$ cat src/rtl/dbl_pkg.sv
`timescale 1ns/1ps
package dbl_pkg;
  // synchronized pin vector layout
  localparam int PIN_DATA  = 0;
  localparam int PIN_BSEL  = 1;
  localparam int PIN_SCLK  = 2;
  localparam int PIN_LOAD  = 3;
  localparam int PIN_RUN   = 4;
  localparam int PIN_BLANK = 5;
  localparam int PIN_CNT   = 6;
  // pins from EDGE_BASE upward get edge tracking
  localparam int EDGE_BASE = PIN_SCLK;
  localparam int EDGE_CNT  = PIN_CNT - EDGE_BASE;
  localparam int EG_SCLK   = PIN_SCLK  - EDGE_BASE;
  localparam int EG_LOAD   = PIN_LOAD  - EDGE_BASE;
  localparam int EG_RUN    = PIN_RUN   - EDGE_BASE;
  localparam int EG_BLANK  = PIN_BLANK - EDGE_BASE;
  // reset levels: load strobe idles high so its first fall is seen
  localparam logic [PIN_CNT-1:0] PIN_RST = 6'b001000;
endpackage

$ cat src/rtl/dbl_sync_stage.sv
`timescale 1ns/1ps
module dbl_sync_stage #(
  parameter int W = 6,
  parameter int STAGES = 2,
  parameter logic [W-1:0] RST_VAL = '0
) (
  input  logic         clk,
  input  logic         rst_n,
  input  logic [W-1:0] async_i,
  output logic [W-1:0] lvl_o
);
  logic [STAGES-1:0][W-1:0] st_q, st_d;

  generate
    for (genvar s = 0; s < STAGES; s++) begin : g_stage
      if (s == 0) begin : g_first
        assign st_d[s] = async_i;
      end else begin : g_next
        assign st_d[s] = st_q[s-1];
      end
    end
  endgenerate

  always_ff @(posedge clk or negedge rst_n) begin
    if (!rst_n) st_q <= {STAGES{RST_VAL}};
    else        st_q <= st_d;
  end

  assign lvl_o = st_q[STAGES-1];
endmodule

$ cat src/rtl/dbl_edge_track.sv
`timescale 1ns/1ps
module dbl_edge_track #(
  parameter int W = 4,
  parameter logic [W-1:0] RST_VAL = '0
) (
  input  logic         clk,
  input  logic         rst_n,
  input  logic [W-1:0] lvl_i,
  output logic [W-1:0] rise_o,
  output logic [W-1:0] fall_o
);
  logic [W-1:0] prev_q;

  always_ff @(posedge clk or negedge rst_n) begin
    if (!rst_n) prev_q <= RST_VAL;
    else        prev_q <= lvl_i;
  end

  assign rise_o = lvl_i & ~prev_q;
  assign fall_o = ~lvl_i & prev_q;
endmodule

$ cat src/rtl/dbl_shift_chain.sv
`timescale 1ns/1ps
module dbl_shift_chain #(
  parameter int LEN = 144
) (
  input  logic           clk,
  input  logic           shift_en,
  input  logic           din,
  output logic [LEN-1:0] q_o,
  output logic           top_o
);
  logic [LEN-1:0] chain_q, chain_d;

  // contents survive reset by design: no reset term
  always_comb begin
    chain_d = {chain_q[LEN-2:0], din};
  end

  always_ff @(posedge clk) begin
    if (shift_en) chain_q <= chain_d;
  end

  assign q_o   = chain_q;
  assign top_o = chain_q[LEN-1];
endmodule

$ cat src/rtl/dbl_pwm.sv
`timescale 1ns/1ps
module dbl_pwm #(
  parameter int NUM_CH = 24,
  parameter int W = 14
) (
  input  logic                clk,
  input  logic                rst_n,
  input  logic [NUM_CH*W-1:0] duty_i,
  output logic [NUM_CH-1:0]   pwm_o
);
  logic [W-1:0]      cnt_q, cnt_d;
  logic [NUM_CH-1:0] pwm_q, pwm_d;

  assign cnt_d = cnt_q + 1'b1;

  generate
    for (genvar n = 0; n < NUM_CH; n++) begin : g_cmp
      assign pwm_d[n] = (cnt_q < duty_i[n*W +: W]);
    end
  endgenerate

  always_ff @(posedge clk or negedge rst_n) begin
    if (!rst_n) begin
      cnt_q <= '0;
      pwm_q <= '0;
    end else begin
      cnt_q <= cnt_d;
      pwm_q <= pwm_d;
    end
  end

  assign pwm_o = pwm_q;
endmodule

$ cat src/rtl/dualbank_led_drv.sv
`timescale 1ns/1ps
module dualbank_led_drv
  import dbl_pkg::*;
#(
  parameter int NUM_CH = 24,
  parameter int CORR_W = 6,
  parameter int GRAY_W = 8,
  parameter int SYNC_STAGES = 2
) (
  input  logic              clk,
  input  logic              rst_n,
  input  logic              ser_data_i,
  input  logic              ser_clk_i,
  input  logic              bank_sel_i,
  input  logic              load_n_i,
  input  logic              drv_run_i,
  input  logic              blank_i,
  output logic              ser_out_o,
  output logic [NUM_CH-1:0] pwm_o
);
  localparam int PROD_W = CORR_W + GRAY_W;
  localparam int A_LEN  = NUM_CH * CORR_W;
  localparam int B_LEN  = NUM_CH * GRAY_W;

  // ---------------- input synchronization ----------------
  logic [PIN_CNT-1:0]  pin_raw, pin_lvl;
  logic [EDGE_CNT-1:0] e_rise, e_fall;

  always_comb begin
    pin_raw            = '0;
    pin_raw[PIN_DATA]  = ser_data_i;
    pin_raw[PIN_BSEL]  = bank_sel_i;
    pin_raw[PIN_SCLK]  = ser_clk_i;
    pin_raw[PIN_LOAD]  = load_n_i;
    pin_raw[PIN_RUN]   = drv_run_i;
    pin_raw[PIN_BLANK] = blank_i;
  end

  dbl_sync_stage #(.W(PIN_CNT), .STAGES(SYNC_STAGES), .RST_VAL(PIN_RST)) u_sync (
    .clk(clk), .rst_n(rst_n), .async_i(pin_raw), .lvl_o(pin_lvl)
  );

  dbl_edge_track #(.W(EDGE_CNT), .RST_VAL(PIN_RST[PIN_CNT-1:EDGE_BASE])) u_edge (
    .clk(clk), .rst_n(rst_n), .lvl_i(pin_lvl[PIN_CNT-1:EDGE_BASE]),
    .rise_o(e_rise), .fall_o(e_fall)
  );

  logic unused_edges;
  assign unused_edges = e_fall[EG_SCLK] & e_rise[EG_LOAD];

  // ---------------- shift chains ----------------
  logic             sh_a_ev, sh_b_ev;
  logic [A_LEN-1:0] bank_a_q;
  logic [B_LEN-1:0] bank_b_q;
  logic             top_a, top_b;

  assign sh_a_ev = e_rise[EG_SCLK] & ~pin_lvl[PIN_BSEL];
  assign sh_b_ev = e_rise[EG_SCLK] &  pin_lvl[PIN_BSEL];

  dbl_shift_chain #(.LEN(A_LEN)) u_bank_a (
    .clk(clk), .shift_en(sh_a_ev), .din(pin_lvl[PIN_DATA]),
    .q_o(bank_a_q), .top_o(top_a)
  );

  dbl_shift_chain #(.LEN(B_LEN)) u_bank_b (
    .clk(clk), .shift_en(sh_b_ev), .din(pin_lvl[PIN_DATA]),
    .q_o(bank_b_q), .top_o(top_b)
  );

  // ---------------- cascade output ----------------
  logic sout_q, sout_d;

  always_comb begin
    sout_d = sout_q;
    if (sh_a_ev)      sout_d = top_a;
    else if (sh_b_ev) sout_d = top_b;
  end

  always_ff @(posedge clk or negedge rst_n) begin
    if (!rst_n) sout_q <= 1'b0;
    else        sout_q <= sout_d;
  end

  assign ser_out_o = sout_q;

  // ---------------- product store and output gating ----------------
  logic                     latch_ev, latch_done_q;
  logic                     gate_on, eval_ev;
  logic [NUM_CH*PROD_W-1:0] lat_flat, out_flat;

  assign latch_ev = e_fall[EG_LOAD];
  assign gate_on  = pin_lvl[PIN_RUN] & ~pin_lvl[PIN_BLANK];
  assign eval_ev  = e_rise[EG_RUN] | e_fall[EG_RUN] |
                    e_rise[EG_BLANK] | e_fall[EG_BLANK] | latch_done_q;

  always_ff @(posedge clk or negedge rst_n) begin
    if (!rst_n) latch_done_q <= 1'b0;
    else        latch_done_q <= latch_ev;
  end

  generate
    for (genvar n = 0; n < NUM_CH; n++) begin : g_ch
      logic [PROD_W-1:0] prod_d, lat_q, out_q, out_d;

      assign prod_d = PROD_W'(bank_a_q[n*CORR_W +: CORR_W]) *
                      PROD_W'(bank_b_q[n*GRAY_W +: GRAY_W]);

      // stored intensities survive reset: no reset term
      always_ff @(posedge clk) begin
        if (latch_ev) lat_q <= prod_d;
      end

      always_comb begin
        out_d = out_q;
        if (eval_ev) out_d = gate_on ? lat_q : '0;
      end

      always_ff @(posedge clk or negedge rst_n) begin
        if (!rst_n) out_q <= '0;
        else        out_q <= out_d;
      end

      assign lat_flat[n*PROD_W +: PROD_W] = lat_q;
      assign out_flat[n*PROD_W +: PROD_W] = out_q;
    end
  endgenerate

  // ---------------- modulation ----------------
  dbl_pwm #(.NUM_CH(NUM_CH), .W(PROD_W)) u_pwm (
    .clk(clk), .rst_n(rst_n), .duty_i(out_flat), .pwm_o(pwm_o)
  );
endmodule

$ cat config.mk
export PLATFORM = sky130hd
export DESIGN_NAME = dualbank_led_drv
export DESIGN_NICKNAME = d
export VERILOG_FILES = /design/src/rtl/dbl_pkg.sv /design/src/rtl/dbl_sync_stage.sv /design/src/rtl/dbl_edge_track.sv /design/src/rtl/dbl_shift_chain.sv /design/src/rtl/dbl_pwm.sv /design/src/rtl/dualbank_led_drv.sv
export SDC_FILE = /design/constraint.sdc
export NUM_CORES = 2
export LEC_CHECK = 0
export CORE_AREA = 2 2 363 365
export DETAILED_ROUTE_END_ITERATION = 6
export DIE_AREA = 0 0 365 367
export PLACE_DENSITY = 0.85
export RECOVER_POWER = 25
export SKIP_LAST_GASP = 1
export SLEW_MARGIN = 20
export SYNTH_ARGS = -nofsm -noshare
export SYNTH_HDL_FRONTEND = slang
export SYNTH_SLANG_ARGS = --single-unit
$ cat constraint.sdc
create_clock -name clk -period 19.4 [get_ports clk]
set_clock_uncertainty 0.15 [all_clocks]
set_input_delay 3.88 -clock clk [delete_from_list [all_inputs] [get_ports clk]]
set_output_delay 3.88 -clock clk [all_outputs]
set_load 0.02 [all_outputs]
# [Word level (Yosys, flattened, before mapping)]
# Cells that the tools add are included.
[totals] reg_bits=1064 input_bits=8 out_inout_bits=25 elab_cells=146
[classes] order_cmp=24 multipliers=24 reduce_logical=1 n_addsub=1 bitwise=13 muxes=26
[ops] cell="$lt A14 B14 Y1" n=24
[ops] cell="$mul A6 B8 Y14" n=24
[ops] cell="$mux W14" n=24
[ops] cell="$add A14 B1 Y14 const B" n=1
[ops] cell="$and A4 B4 Y4" n=2
[ops] cell="$not A4 Y4" n=2
[ops] cell="$or A1 B1 Y1" n=4
[ops] cell="$and A1 B1 Y1" n=3
[ops] cell="$mux W1" n=2
[ops] cell="$not A1 Y1" n=2
[ops] cell="$reduce_bool A2 Y1" n=1

# [Depth between registers and ports, before layout]
[depth] word_depth=6 mapped_depth=13 mapped_depth_nobuf=13

# [Cells and area by module]
# A second synthesis with hierarchy kept.
[hier_totals] cells_unflattened=7560 area_unflattened_um2=77767.1
[modules_own_cells] mod="dualbank_led_drv" cells_per_inst=6045 seq_area_each_um2=18547.8 instances=1 area_per_inst_um2=58285.9
[modules_own_cells] mod="dbl_pwm" cells_per_inst=1153 seq_area_each_um2=950.9 instances=1 area_per_inst_um2=8902.3
[modules_own_cells] mod="dbl_shift_chain at u_bank_b" cells_per_inst=193 seq_area_each_um2=5765.5 instances=1 area_per_inst_um2=5773.0
[modules_own_cells] mod="dbl_shift_chain at u_bank_a" cells_per_inst=145 seq_area_each_um2=4324.1 instances=1 area_per_inst_um2=4331.7
[modules_own_cells] mod="dbl_sync_stage" cells_per_inst=12 seq_area_each_um2=302.8 instances=1 area_per_inst_um2=302.8
[modules_own_cells] mod="dbl_edge_track" cells_per_inst=12 seq_area_each_um2=101.3 instances=1 area_per_inst_um2=171.4

# [Least setup slack after synthesis]
# No wires, ideal clock.
[synth_path] path_kind="register to register" from="reg u_edge.prev_q[1]" to="reg latch_done_q" synth_period_minus_slack_ns=17.090 required_ns=17.585 stages_incl_launch_ff=2 setup_slack_ns=2.310 arrival_ns=15.275 setup_ns=1.665 path_buffers=0 cell_sequence="dfstp_2 > nor2b_1"
[synth_via] elab_chain_cells=1
[synth_rtl] element="start: declaration" line_no="dbl_edge_track.sv:12" rtl="logic [W-1:0] prev_q;"
[synth_rtl] element="start signal: assignment" line_no="dbl_edge_track.sv:16" rtl="else prev_q <= lvl_i;"
[synth_rtl] element="$and A4 B4 Y4" line_no="dbl_edge_track.sv:20" rtl="assign fall_o = ~lvl_i & prev_q;"
[synth_rtl] element="via e_fall[1]" line_no="dualbank_led_drv.sv:27" rtl="logic [EDGE_CNT-1:0] e_rise, e_fall;"
[synth_rtl] element="end signal: assignment" line_no="dualbank_led_drv.sv:98" rtl="else latch_done_q <= latch_ev;"
[synth_rtl] element="end: declaration" line_no="dualbank_led_drv.sv:87" rtl="logic latch_ev, latch_done_q;"
# The timed path passes the listed nets, and every way through them passes these cells.
# A chain may end at the register's enable or synchronous reset.

# [Final worst setup path]
[layout_path] from="reg u_edge.prev_q[1]" to="reg g_ch[14].lat_q[9], enable pin"
[layout_via] elab_chain_cells=1
[layout_rtl] element="$and A4 B4 Y4" line_no="dbl_edge_track.sv:20"
[layout_rtl] element="via e_fall[1]" line_no="dualbank_led_drv.sv:27"
[layout_rtl] element="end signal: assignment" line_no="dualbank_led_drv.sv:110" rtl="if (latch_ev) lat_q <= prod_d;"
[layout_rtl] element="end: declaration" line_no="dualbank_led_drv.sv:103" rtl="logic [PROD_W-1:0] prod_d, lat_q, out_q, out_d;"
# The timed path passes the listed nets, and every way through them passes these cells.

==> summary.md <==
## Outcome
* result of the run: finished, violations left
* violations in the final reports: DRC, capacitance limit, slew limit

## Logic synthesis
* ys async rst share: 36.8%
* Ys Warns: 0
* count of flip-flops with a built-in enable after synthesis: 672
* synthesized netlist net count: 8981
* Gate Count Post-Synth: 7532
* number of synthesized register bits: 1064
* main flop type after synthesis: edfxtp_1
* post-synthesis cell type count: 51
* Seq/Total Area, Yosys: 38.6%
* area of the mapped netlist: 77700 sq um
* Syn Area/Cell: 10.3 sq um

## Floorplanning
* Std-Cell Rows: 133
* core outline area: 130000 sq um
* total I/O pin count: 33
* DIE AREA: 134000 sq um
* initial core utilization: 59.6%
* Vert. Die Dim: 367 microns
* x dimension of the die: 365 microns

## Placed design
* DP HPWL: 111 mm
* count of port buffers added during placement: 32
* Placer Congestion: 0.871
* Place WS: 12.96 ns

## GRT
* via count of the first global-routing pass: 54900
* pin count of the biggest net entering global routing: 258
* number of antenna violations at the first check in global routing: 1
* global-route wire length before repair: 268 mm
* grt ovf: 0
* global-route total usage across every layer: 24.5%

## Clocking
* cts bufs inserted: 113
* clock root cell: clkbuf_16
* clock tree from TritonCTS: done
* buffer depth of the longest clock path: 3
* clock insertion delay at the later pin of the skew report: 0.75 ns
* Hold-fix buffers, CTS: 0
* post-CTS setup-driven buffer insertion count: 0
* CTS sink count: 1064
* cells resized by post-CTS repair: 0
* clk slew on worst S/H paths: 0.06 ns
* number of levels in the clock H-tree: 3

## Finish
* nets: 9054
* fraction of layout instances using a drive strength above 1: 3.39%
* fillcell total: 9679
* area used by sequential logic in the layout: 30000 sq um
* most common library cell in the layout ignoring fill and taps: inv_1
* area used by multi-input combinational logic: 42300 sq um
* Area Growth Syn to Fin: 7.77%
* leading cell types in the layout, fill and taps excluded: 1295 x inv_1, 1146 x nand2_1, 841 x ha_1, 821 x and2_1, 672 x edfxtp_1

## Route
* DRC violation count after routing: 7
* Final Routed Wirelength: 160 mm
* mean routed wirelength per cell: 16.9 microns
* number of vias after detailed routing: 52100
* mean number of vias per cell: 5.50
* Initial DRC Count: 3417
* Post-DRT Antenna Nets: 0
* number of iterations in the first detailed-routing pass: 7

## Power and ir drop
* register share of total power: 47.7%
* cell-internal power: 4.06 mW
* net switching component of the power: 1.37 mW
* areal power density over the cells: 64.8 nW/um^2
* Logic pwr share: 11.6%
* leakage: 36.9 nW
* proportion of power drawn by the clock network: 40.7%
* proportion of total power due to net switching: 25.3%
* peak ir drop on the vdd network: 0.0722 mV

## Setup path
* maximum fanout count along the critical path: 80
* Buf+Inv Stages, Crit Path: 3
* CP max stage delay: 2.47 ns
* critical path launch point type: flip-flop
* cell with the biggest individual delay on the critical path: clkbuf_1
* CP Cell Sequence: nor2b_1 > clkbuf_1 > buf_4 > buf_4
* family with the most delay on the worst path: buffers and inverters
* most numerous cell on the critical path: buf_4
* crit path from: u_edge.prev_q[1]$_DFF_PN1_
* RR Startpoint: u_edge.prev_q[1]$_DFF_PN1_
* critical path start-end classification: flip-flop to flip-flop
* CP Data Required Time: 19.59 ns
* endpoint arrival time on the critical path: 6.04 ns
* type of destination of the critical path: flip-flop

## STA
* Setup Total Neg Slack: 0 ns
* count of final setup violators: 0
* number of endpoints with negative hold slack in the final report: 0
* number of pins with negative max-slew slack in the final report: 146
* Tcrit/Tclk final: 30.1%
* maximum frequency from static timing analysis: 171 MHz
* Worst Setup Slack, final: 13.56 ns
* unrepaired setup endpoints after global routing: false
* Worst-Margin Slew: 3.48 ns
* Rel. slew slack: -132%
* time the final worst path needs with I/O delays and setup: 5.84 ns

## Hold path
* source of the worst hold timing path: u_sync.st_d[8]$_DFF_PN0_
* worst min path class: flip-flop to flip-flop

## Flow run
* max-capacitance violation count: 3

## cell type report
class	count	area share [%]
multi-input cells	5060	50.5
flip-flops and latches	1064	35.8
inverters	1295	5.80
clock buffers	162	3.94
well taps	1755	2.62
repair buffers	71	0.750
clock inverters	52	0.569
diodes	2	0.00598
## logic make-up (layout without fill, tap and decap cells)
logic type	after synthesis	after routing	synth area share, %
xor gates and xnor gates	230	230	2.59
AOI/OAI and AO/OA	994	994	7.59
adders and majority gates	1441	1441	29.0
other	0	2	0
buffers and inverters	1408	1580	7.05
and+or+nand+nor	2394	2394	15.2
DFF	1064	1064	38.6
muxes	1	1	0.0129
## power groups by stage
stage | clock network [mW] | registers (mW) | logic, mW
global route | 2.34 | 2.60 | 0.714
CTS | 2.24 | 2.59 | 0.631
global placement | 0 | 2.63 | 0.584
finish | 2.21 | 2.59 | 0.628
floorplan | 0 | 2.65 | 0.456
detailed placement | 0 | 2.64 | 0.623
## sequential cells by signal (all words and copies together), names as in the netlist
signal / cells
u_bank_a.q_o: 144
u_sync.st_d: 6
g_ch.lat_q: 336
g_ch.out_q: 336
u_pwm.cnt_q: 14
u_pwm.pwm_o: 24
u_edge.prev_q: 4
u_bank_b.q_o: 192
ser_out_o: 1
latch_done_q: 1
u_sync.lvl_o: 6
## path summary, 6_finish.rpt
kind	cells after the start	endpoint	slack [ns]
max	4	g_ch[14].lat_q[9]$_DFFE_PP_	13.56
min	0	u_sync.lvl_o[2]$_DFF_PN0_	0.20
max reg2reg	4	g_ch[14].lat_q[9]$_DFFE_PP_	13.56
min reg2reg	0	u_sync.lvl_o[2]$_DFF_PN0_	0.20
max in group asynchronous	3	u_sync.lvl_o[4]$_DFF_PN0_	13.82
min in group asynchronous	1	u_sync.lvl_o[1]$_DFF_PN0_	3.06
## worst register-to-register path: stages, from the launching register on
cell      delay, ns
dfstp_2        0.52
nor2b_1        0.22
clkbuf_1       2.47
buf_4          1.02
buf_4          1.00
## synth_stat cells, types with 11 or more instances
| library cell | n | area [sq um] |
|---|---|---|
| buf_4 | 31 | 233 |
| fa_1 | 600 | 12000 |
| clkbuf_1 | 38 | 143 |
| nand2_1 | 1146 | 4300 |
| o2111ai_1 | 39 | 342 |
| nand3_1 | 88 | 440 |
| nor2b_1 | 31 | 194 |
| and3_1 | 48 | 300 |
| a21oi_1 | 242 | 1210 |
| ha_1 | 841 | 10500 |
| a31oi_1 | 43 | 269 |
| or2_2 | 18 | 113 |
| inv_1 | 1295 | 4860 |
| o21ai_0 | 140 | 701 |
| o31ai_1 | 11 | 82.6 |
| buf_2 | 40 | 200 |
| a211oi_1 | 30 | 225 |
| a21o_1 | 85 | 638 |
| nor2_1 | 84 | 315 |
| xor2_1 | 72 | 631 |
| a211o_1 | 19 | 166 |
| nor3_1 | 31 | 155 |
| nand2b_1 | 50 | 313 |
| dfrtp_1 | 389 | 9730 |
| o211ai_1 | 39 | 293 |
| o21a_1 | 20 | 150 |
| edfxtp_1 | 672 | 20200 |
| or3_1 | 16 | 100 |
| o21ai_1 | 283 | 1420 |
| and2_1 | 860 | 5380 |
| xnor2_1 | 158 | 1380 |
## routing by layer
metal	GRT usage [%]	up-vias	part of all wire (%)
met5	0	-	0
met4	9.55	0	4.0
met3	3.21	348	5.1
met2	43.2	1254	50
met1	30.6	25900	41
li1	-	24600	-
## metrics by stage
stage	hold slack, ns	cell area [sq um]	std cells	power [mW]	utilization [%]
6_report	0.196	83800	9461	5.43	64.2
5_1_grt	0.209	83700	9459	5.65	64.2
4_1_cts	0.198	83800	9459	5.47	64.2
3_5_place_dp	0.186	80000	9245	3.26	61.3
3_3_place_gp	0.185	80000	9245	3.21	61.3
2_1_floorplan	0.181	77700	7532	3.11	-
Note: power is estimated with default switching activity, not from simulation.
